==> config.mk <==
export PLATFORM = sky130hd
export DESIGN_NAME = emu_mode_entry
export DESIGN_NICKNAME = d
export VERILOG_FILES = /design/src/rtl/emu_mode_pkg.sv /design/src/rtl/emu_pin_sync.sv /design/src/rtl/emu_qualifier.sv /design/src/rtl/emu_mode_latch.sv /design/src/rtl/emu_pad_override.sv /design/src/rtl/emu_mode_entry.sv
export SDC_FILE = /design/constraint.sdc
export NUM_CORES = 1
export LEC_CHECK = 0
export BUFFER_PORTS_ARGS = -buffer_cell sky130_fd_sc_hd__buf_2
export CELL_PAD_IN_SITES_DETAIL_PLACEMENT = 1
export CELL_PAD_IN_SITES_GLOBAL_PLACEMENT = 1
export CORE_MARGIN = 2
export CORE_UTILIZATION = 34
export DETAILED_ROUTE_END_ITERATION = 8
export PLACE_DENSITY = 0.83
export SETUP_SLACK_MARGIN = 0.15
export SYNTH_ARGS = -nofsm -noshare
export SYNTH_HDL_FRONTEND = slang
export SYNTH_HIERARCHICAL = 1
export SYNTH_SLANG_ARGS = --single-unit
==> constraint.sdc <==
create_clock -name clk -period 1.3 [get_ports clk]
set_input_delay 0.065 -clock clk [delete_from_list [all_inputs] [get_ports clk]]
set_output_delay 0.065 -clock clk [all_outputs]
set_load 0.02 [all_outputs]
==> src/rtl/emu_mode_pkg.sv <==
package emu_mode_pkg;

  // Bit positions of the three pins inside the synchroniser vector
  localparam int unsigned PIN_ALE  = 0;
  localparam int unsigned PIN_PSEN = 1;
  localparam int unsigned PIN_RST  = 2;
  localparam int unsigned PIN_W    = 3;

  // Saturating increment used by the qualification counter
  function automatic int unsigned sat_inc(input int unsigned v, input int unsigned lim);
    return (v >= lim) ? lim : v + 1;
  endfunction

  // Entry decision on a reset release clock
  function automatic logic entry_ok(input logic rst_prev, input logic rst_now,
                                    input logic qual, input logic ale_now);
    return rst_prev && !rst_now && qual && !ale_now;
  endfunction

endpackage

==> src/rtl/emu_pin_sync.sv <==
module emu_pin_sync #(
  parameter int unsigned W       = 3,
  parameter int unsigned STAGES  = 2,
  parameter logic [W-1:0] RST_VAL = '1
) (
  input  logic         clk,
  input  logic         por_n,
  input  logic [W-1:0] d,
  output logic [W-1:0] q
);
  logic [STAGES-1:0][W-1:0] stg;

  always_ff @(posedge clk or negedge por_n) begin
    if (!por_n) stg <= {STAGES{RST_VAL}};
    else        stg <= {stg[STAGES-2:0], d};
  end

  assign q = stg[STAGES-1];
endmodule

==> src/rtl/emu_qualifier.sv <==
module emu_qualifier #(
  parameter int unsigned QUAL_CYCLES = 4
) (
  input  logic clk,
  input  logic por_n,
  input  logic rst_s,
  input  logic ale_s,
  input  logic psen_s,
  output logic qualified
);
  localparam int unsigned CW = $clog2(QUAL_CYCLES + 1);

  logic [CW-1:0] cnt_q;
  logic          cond_hold;

  assign cond_hold = rst_s && !ale_s && psen_s;

  always_ff @(posedge clk or negedge por_n) begin
    if (!por_n)         cnt_q <= '0;
    else if (cond_hold) cnt_q <= CW'(emu_mode_pkg::sat_inc(32'(cnt_q), QUAL_CYCLES));
    else                cnt_q <= '0;
  end

  assign qualified = (cnt_q == CW'(QUAL_CYCLES));

  // a broken condition drops the qualification next clock
  p_break_clears_r4: assert property (@(posedge clk) disable iff (!por_n)
    (rst_s && (ale_s || !psen_s)) |=> !qualified) else $error("p_break_clears_r4");

  // qualification holds while the condition holds
  p_qual_sticky_r2: assert property (@(posedge clk) disable iff (!por_n)
    (qualified && cond_hold) |=> qualified) else $error("p_qual_sticky_r2");
endmodule

==> src/rtl/emu_mode_latch.sv <==
module emu_mode_latch (
  input  logic clk,
  input  logic por_n,
  input  logic rst_s,
  input  logic ale_s,
  input  logic qualified,
  output logic mode
);
  logic rst_prev_q;
  logic mode_q;
  logic release_evt;
  logic enter_evt;

  assign release_evt = rst_prev_q && !rst_s;
  assign enter_evt   = emu_mode_pkg::entry_ok(rst_prev_q, rst_s, qualified, ale_s);

  always_ff @(posedge clk or negedge por_n) begin
    if (!por_n) begin
      rst_prev_q <= 1'b1;
      mode_q     <= 1'b0;
    end else begin
      rst_prev_q <= rst_s;
      if (rst_s)          mode_q <= 1'b0;
      else if (enter_evt) mode_q <= 1'b1;
    end
  end

  assign mode = mode_q;

  // entry only on a qualified release clock
  p_entry_on_release_r3: assert property (@(posedge clk) disable iff (!por_n)
    $rose(mode_q) |-> $past(release_evt && qualified)) else $error("p_entry_on_release_r3");

  // ALE must be low on the release clock
  p_entry_ale_low_r5: assert property (@(posedge clk) disable iff (!por_n)
    $rose(mode_q) |-> $past(!ale_s)) else $error("p_entry_ale_low_r5");

  // reset exits the mode
  p_exit_on_reset_r10: assert property (@(posedge clk) disable iff (!por_n)
    (mode_q && rst_s) |=> !mode_q) else $error("p_exit_on_reset_r10");

  // mode holds while reset stays low
  p_hold_r10: assert property (@(posedge clk) disable iff (!por_n)
    (mode_q && !rst_s) |=> mode_q) else $error("p_hold_r10");
endmodule

==> src/rtl/emu_pad_override.sv <==
module emu_pad_override #(
  parameter int unsigned NPORTS     = 4,
  parameter int unsigned FLOAT_PORT = 0
) (
  input  logic              mode,
  output logic [NPORTS-1:0] port_drv_dis,
  output logic [NPORTS-1:0] port_weak_pu,
  output logic [1:0]        ctl_drv_dis,
  output logic [1:0]        ctl_weak_pu
);
  for (genvar p = 0; p < NPORTS; p++) begin : g_port
    if (p == FLOAT_PORT) begin : g_float
      assign port_drv_dis[p] = mode;
      assign port_weak_pu[p] = 1'b0;
    end else begin : g_pull
      assign port_drv_dis[p] = mode;
      assign port_weak_pu[p] = mode;
    end
  end

  assign ctl_drv_dis = {2{mode}};
  assign ctl_weak_pu = {2{mode}};
endmodule

==> src/rtl/emu_mode_entry.sv <==
module emu_mode_entry #(
  parameter int unsigned NPORTS      = 4,
  parameter int unsigned FLOAT_PORT  = 0,
  parameter int unsigned QUAL_CYCLES = 4,
  parameter int unsigned SYNC_STAGES = 2
) (
  input  logic              clk,
  input  logic              por_n,
  input  logic              rst_pin,
  input  logic              ale_pin,
  input  logic              psen_pin,
  output logic              tm_active,
  output logic              cpu_run_en,
  output logic              osc_force_on,
  output logic [NPORTS-1:0] port_drv_dis,
  output logic [NPORTS-1:0] port_weak_pu,
  output logic [1:0]        ctl_drv_dis,
  output logic [1:0]        ctl_weak_pu
);
  import emu_mode_pkg::*;

  logic [PIN_W-1:0] pins_raw;
  logic [PIN_W-1:0] pins_s;
  logic             rst_s;
  logic             ale_s;
  logic             psen_s;
  logic             qualified;
  logic             mode;

  always_comb begin
    pins_raw           = '0;
    pins_raw[PIN_ALE]  = ale_pin;
    pins_raw[PIN_PSEN] = psen_pin;
    pins_raw[PIN_RST]  = rst_pin;
  end

  emu_pin_sync #(.W(PIN_W), .STAGES(SYNC_STAGES), .RST_VAL('1)) u_sync (
    .clk(clk), .por_n(por_n), .d(pins_raw), .q(pins_s));

  assign ale_s  = pins_s[PIN_ALE];
  assign psen_s = pins_s[PIN_PSEN];
  assign rst_s  = pins_s[PIN_RST];

  emu_qualifier #(.QUAL_CYCLES(QUAL_CYCLES)) u_qual (
    .clk(clk), .por_n(por_n), .rst_s(rst_s), .ale_s(ale_s), .psen_s(psen_s),
    .qualified(qualified));

  emu_mode_latch u_latch (
    .clk(clk), .por_n(por_n), .rst_s(rst_s), .ale_s(ale_s),
    .qualified(qualified), .mode(mode));

  emu_pad_override #(.NPORTS(NPORTS), .FLOAT_PORT(FLOAT_PORT)) u_pad (
    .mode(mode), .port_drv_dis(port_drv_dis), .port_weak_pu(port_weak_pu),
    .ctl_drv_dis(ctl_drv_dis), .ctl_weak_pu(ctl_weak_pu));

  assign tm_active    = mode;
  assign osc_force_on = mode;
  assign cpu_run_en   = !rst_s && !mode;

  // CPU never runs in the test mode
  p_run_blocked_r9: assert property (@(posedge clk) disable iff (!por_n)
    tm_active |-> !cpu_run_en) else $error("p_run_blocked_r9");

  // float port is released with no pull
  p_float_port_r6: assert property (@(posedge clk) disable iff (!por_n)
    tm_active |-> (port_drv_dis[FLOAT_PORT] && !port_weak_pu[FLOAT_PORT]))
    else $error("p_float_port_r6");

  // no override outside the mode
  p_quiet_r11: assert property (@(posedge clk) disable iff (!por_n)
    !tm_active |-> (port_drv_dis == '0 && port_weak_pu == '0 && ctl_drv_dis == '0))
    else $error("p_quiet_r11");
endmodule

==> flow_metrics.tcl <==
set metrics [dict create \
    ys_types 14 \
    initial_utilization_pct 37.7 \
    synth-compound-area-share_pct 0.983 \
    wirelength_um 775 \
    synth-simple-area-share_pct 11.8 \
    critical_path_arrival_ns 1.01 \
    synth_top_area_share_pct 36.1 \
    fin_skew_ns 0.00105 \
    sw_frac_of_total_pct 20.1 \
    p_int_w 0.000501 \
    clk_pin_slew_worst_paths_ns 0.06 \
    cts_buffer_depth 2 \
    grt_pass1_wl_um 1350 \
    met3WireLength_um 49 \
    wl_met1_um 261 \
    synth_mux_area_share_pct 0 \
    dp_hpwl_um 605 \
    area_growth_pct 12.5 \
    power_frac_clock_pct 34.9 \
    seq_area_frac_synth_pct 55.8 \
    grt_start_max_net_pins 16 \
    setup_violations 0 \
    synth_seq_cells 11 \
    timing.final.crit_share_pct 82.7 \
    core_area_um2 1350 \
    highest_layer "met3" \
    drt-initial-drc-count 2 \
    fin_setup_tns_ns 0 \
    grt_pass1_vias 323 \
    grt_usage_pct 10.5 \
    slowest_delay_ns 0.56 \
    cts_buffers 3 \
    switching_power_w 0.000126 \
    cp_cell_sequence "nor2_1 -> buf_2" \
    dpl.cell_count 59 \
    crit_required_ns 1.24 \
    dp_slack_ns 0.257 \
    synth_fa_ha_area_share_pct 4.91 \
    critical_path_class "reg2out" \
    grt_overflow 0 \
    min_period_ns 1.07 \
    p_leak_nw 0.294 \
    worstPathMaxFanout 4 \
    syn_avg_cell_area_um2 12.1 \
    synthCells 42 \
    drv_slew 0 \
    io-pin-count 20 \
    combPwrFrac_pct 5.9 \
    yosysTopAreaCell "dfstp_2" \
    vdd_ir_drop_max_mv 0.563 \
    insertion_delay_ns 0.26 \
    worstSetupStartpointType "register" \
    antenna_found_initial 0 \
    drc_errors 0 \
    final_cell_count_no_fill 68 \
    critPathCaptureType "output port" \
    die_w_um 42.7 \
    maxCapViolations 0 \
    synth_top_cells_by_area "dfstp_2 36%, buf_4 24%, dfrtp_1 20%, ha_1 4.9%, nor4b_2 2.9%" \
    avgViaCountPerCell 4.25 \
    hold_path.class "in2async" \
    drt.antenna.violating_nets 0 \
    synth_top_family_by_area "buffers and inverters" \
    rsz0062_at_grt "no" \
    seqPwrFrac_pct 59.3 \
    fin_area_um2 573 \
    nets 61 \
    yosysWarnings 6 \
    cp_slowest_cell "dfstp_2" \
    synth_xor_area_share_pct 0 \
    dieHeight_um 42.7 \
    vias 289 \
    power_density_nw_per_um2 1090 \
    fmax_ghz 0.931 \
    routedWlPerCell_um 11.4 \
    clockRootBuffer "clkbuf_4" \
    cts_tree "built" \
    drive_above_1_share_pct 62.3 \
    diodes 0 \
    dr_wl_met2_um 463 \
    num_rows 13 \
    syn-num-nets 49 \
    synth_area_um2 509 \
    cts_htree_levels 1 \
    gp_congestion 0.682 \
    cts_sinks 11 \
    drt-pass1-iter-count 2 \
    outcome "complete, no violations" \
    total_power_w 0.000627 \
    die_area_um2 1820 \
    port-buffer-count 18 \
    hold_viol 0 \
    worst_slack_ns 0.225 \
    place_area_um2 498 \
]
flip-flops by register name, indices dropped and copies added (netlist names):
name                count
u_latch/mode            1
u_sync/q                3
u_sync/stg              3
u_latch/rst_prev_q      1
u_qual/cnt_q            3
worst max-delay path, delay by kind of cell (launching register included):
family	cells	cell delay [ns]
flip-flops	1	0.56
buffers and inverters	1	0.16
AND/OR/NAND/NOR	1	0.04
layer usage:
metal,vias to the layer above,track usage [%]
li1,134,-
met1,143,8.56
met2,12,20.9
met3,0,3.83
met4,0,5.63
met5,-,0
power groups by stage:
stage / logic, W / registers, W / clock network [W]
finish: 0.0000367 / 0.000372 / 0.000219
global route: 0.0000425 / 0.000374 / 0.000251
CTS: 0.0000354 / 0.000373 / 0.000234
detailed placement: 0.0000263 / 0.000378 / 0
global placement: 0.0000252 / 0.000377 / 0
floorplan: 0.0000231 / 0.000372 / 0
repair_timing:
item                                    4_1_cts  5_1_grt
hold buffers                                  4        0
buffers inserted                              0        1
endpoints found under the setup margin        0       15
resized for setup                             0        1
hold endpoints to repair                     14        0
synthesized netlist by cell type:
cell,number
nor2_1,2
nand2_2,1
a21oi_1,1
nor3_1,1
conb_1,1
nor4b_2,1
nor4_2,1
dfrtp_1,4
dfstp_2,7
inv_1,3
nand3b_1,1
and2_1,1
ha_1,2
buf_4,16
final timing paths:
kind                                            from  slack, ns                      endpoint  depth (start not counted)
max in group asynchronous                      por_n       0.85  u_latch/rst_prev_q$_DFF_PN1_                          2
setup / recovery               u_sync/q[2]$_DFF_PN1_       0.23                    cpu_run_en                          2
hold reg to reg              u_sync/stg[0]$_DFF_PN1_       0.36         u_sync/q[0]$_DFF_PN1_                          0
setup reg to reg           u_qual/cnt_q[0]$_DFF_PN0_       0.27      u_latch/mode$_DFFE_PN0P_                          5
min in group clk             u_sync/stg[0]$_DFF_PN1_       0.36         u_sync/q[0]$_DFF_PN1_                          0
hold / removal                                 por_n       0.19     u_qual/cnt_q[2]$_DFF_PN0_                          2
area by class of cell:
type / instances / area, um2
clock buffers: 4 / 26.3
multi-input cells: 12 / 93.8
flip-flops and latches: 11 / 285
inverters: 3 / 11.3
well taps: 15 / 18.8
fillers: 157 / 777
repair buffers: 23 / 138
through the flow:
step                      hold slack, ns  util, %
after floorplan                   -0.231        -
after global placement           -0.0657     36.9
after detailed placement         -0.0608     36.9
after CTS                          0.191     41.8
after global routing               0.215     42.4
final                              0.194     42.4
layout by cell type, fill, tap and decap left out, types with 2 or more instances in the layout:
cell / Yosys / layout
buf_2: 0 / 18
clkbuf_4: 0 / 3
dfrtp_1: 4 / 3
dfstp_2: 7 / 7
dlygate4sd3_1: 0 / 4
ha_1: 2 / 2
inv_1: 3 / 3
nor2_1: 2 / 2
logic make-up (layout without fill, tap and decap cells):
family	count (synthesis)	count (layout)
buffers and inverters	19	30
other	1	1
and+or+nand+nor	8	8
adders and majority gates	2	2
DFF	11	11
AOI/OAI and AO/OA	1	1
Power figures use the tool's default switching activity.
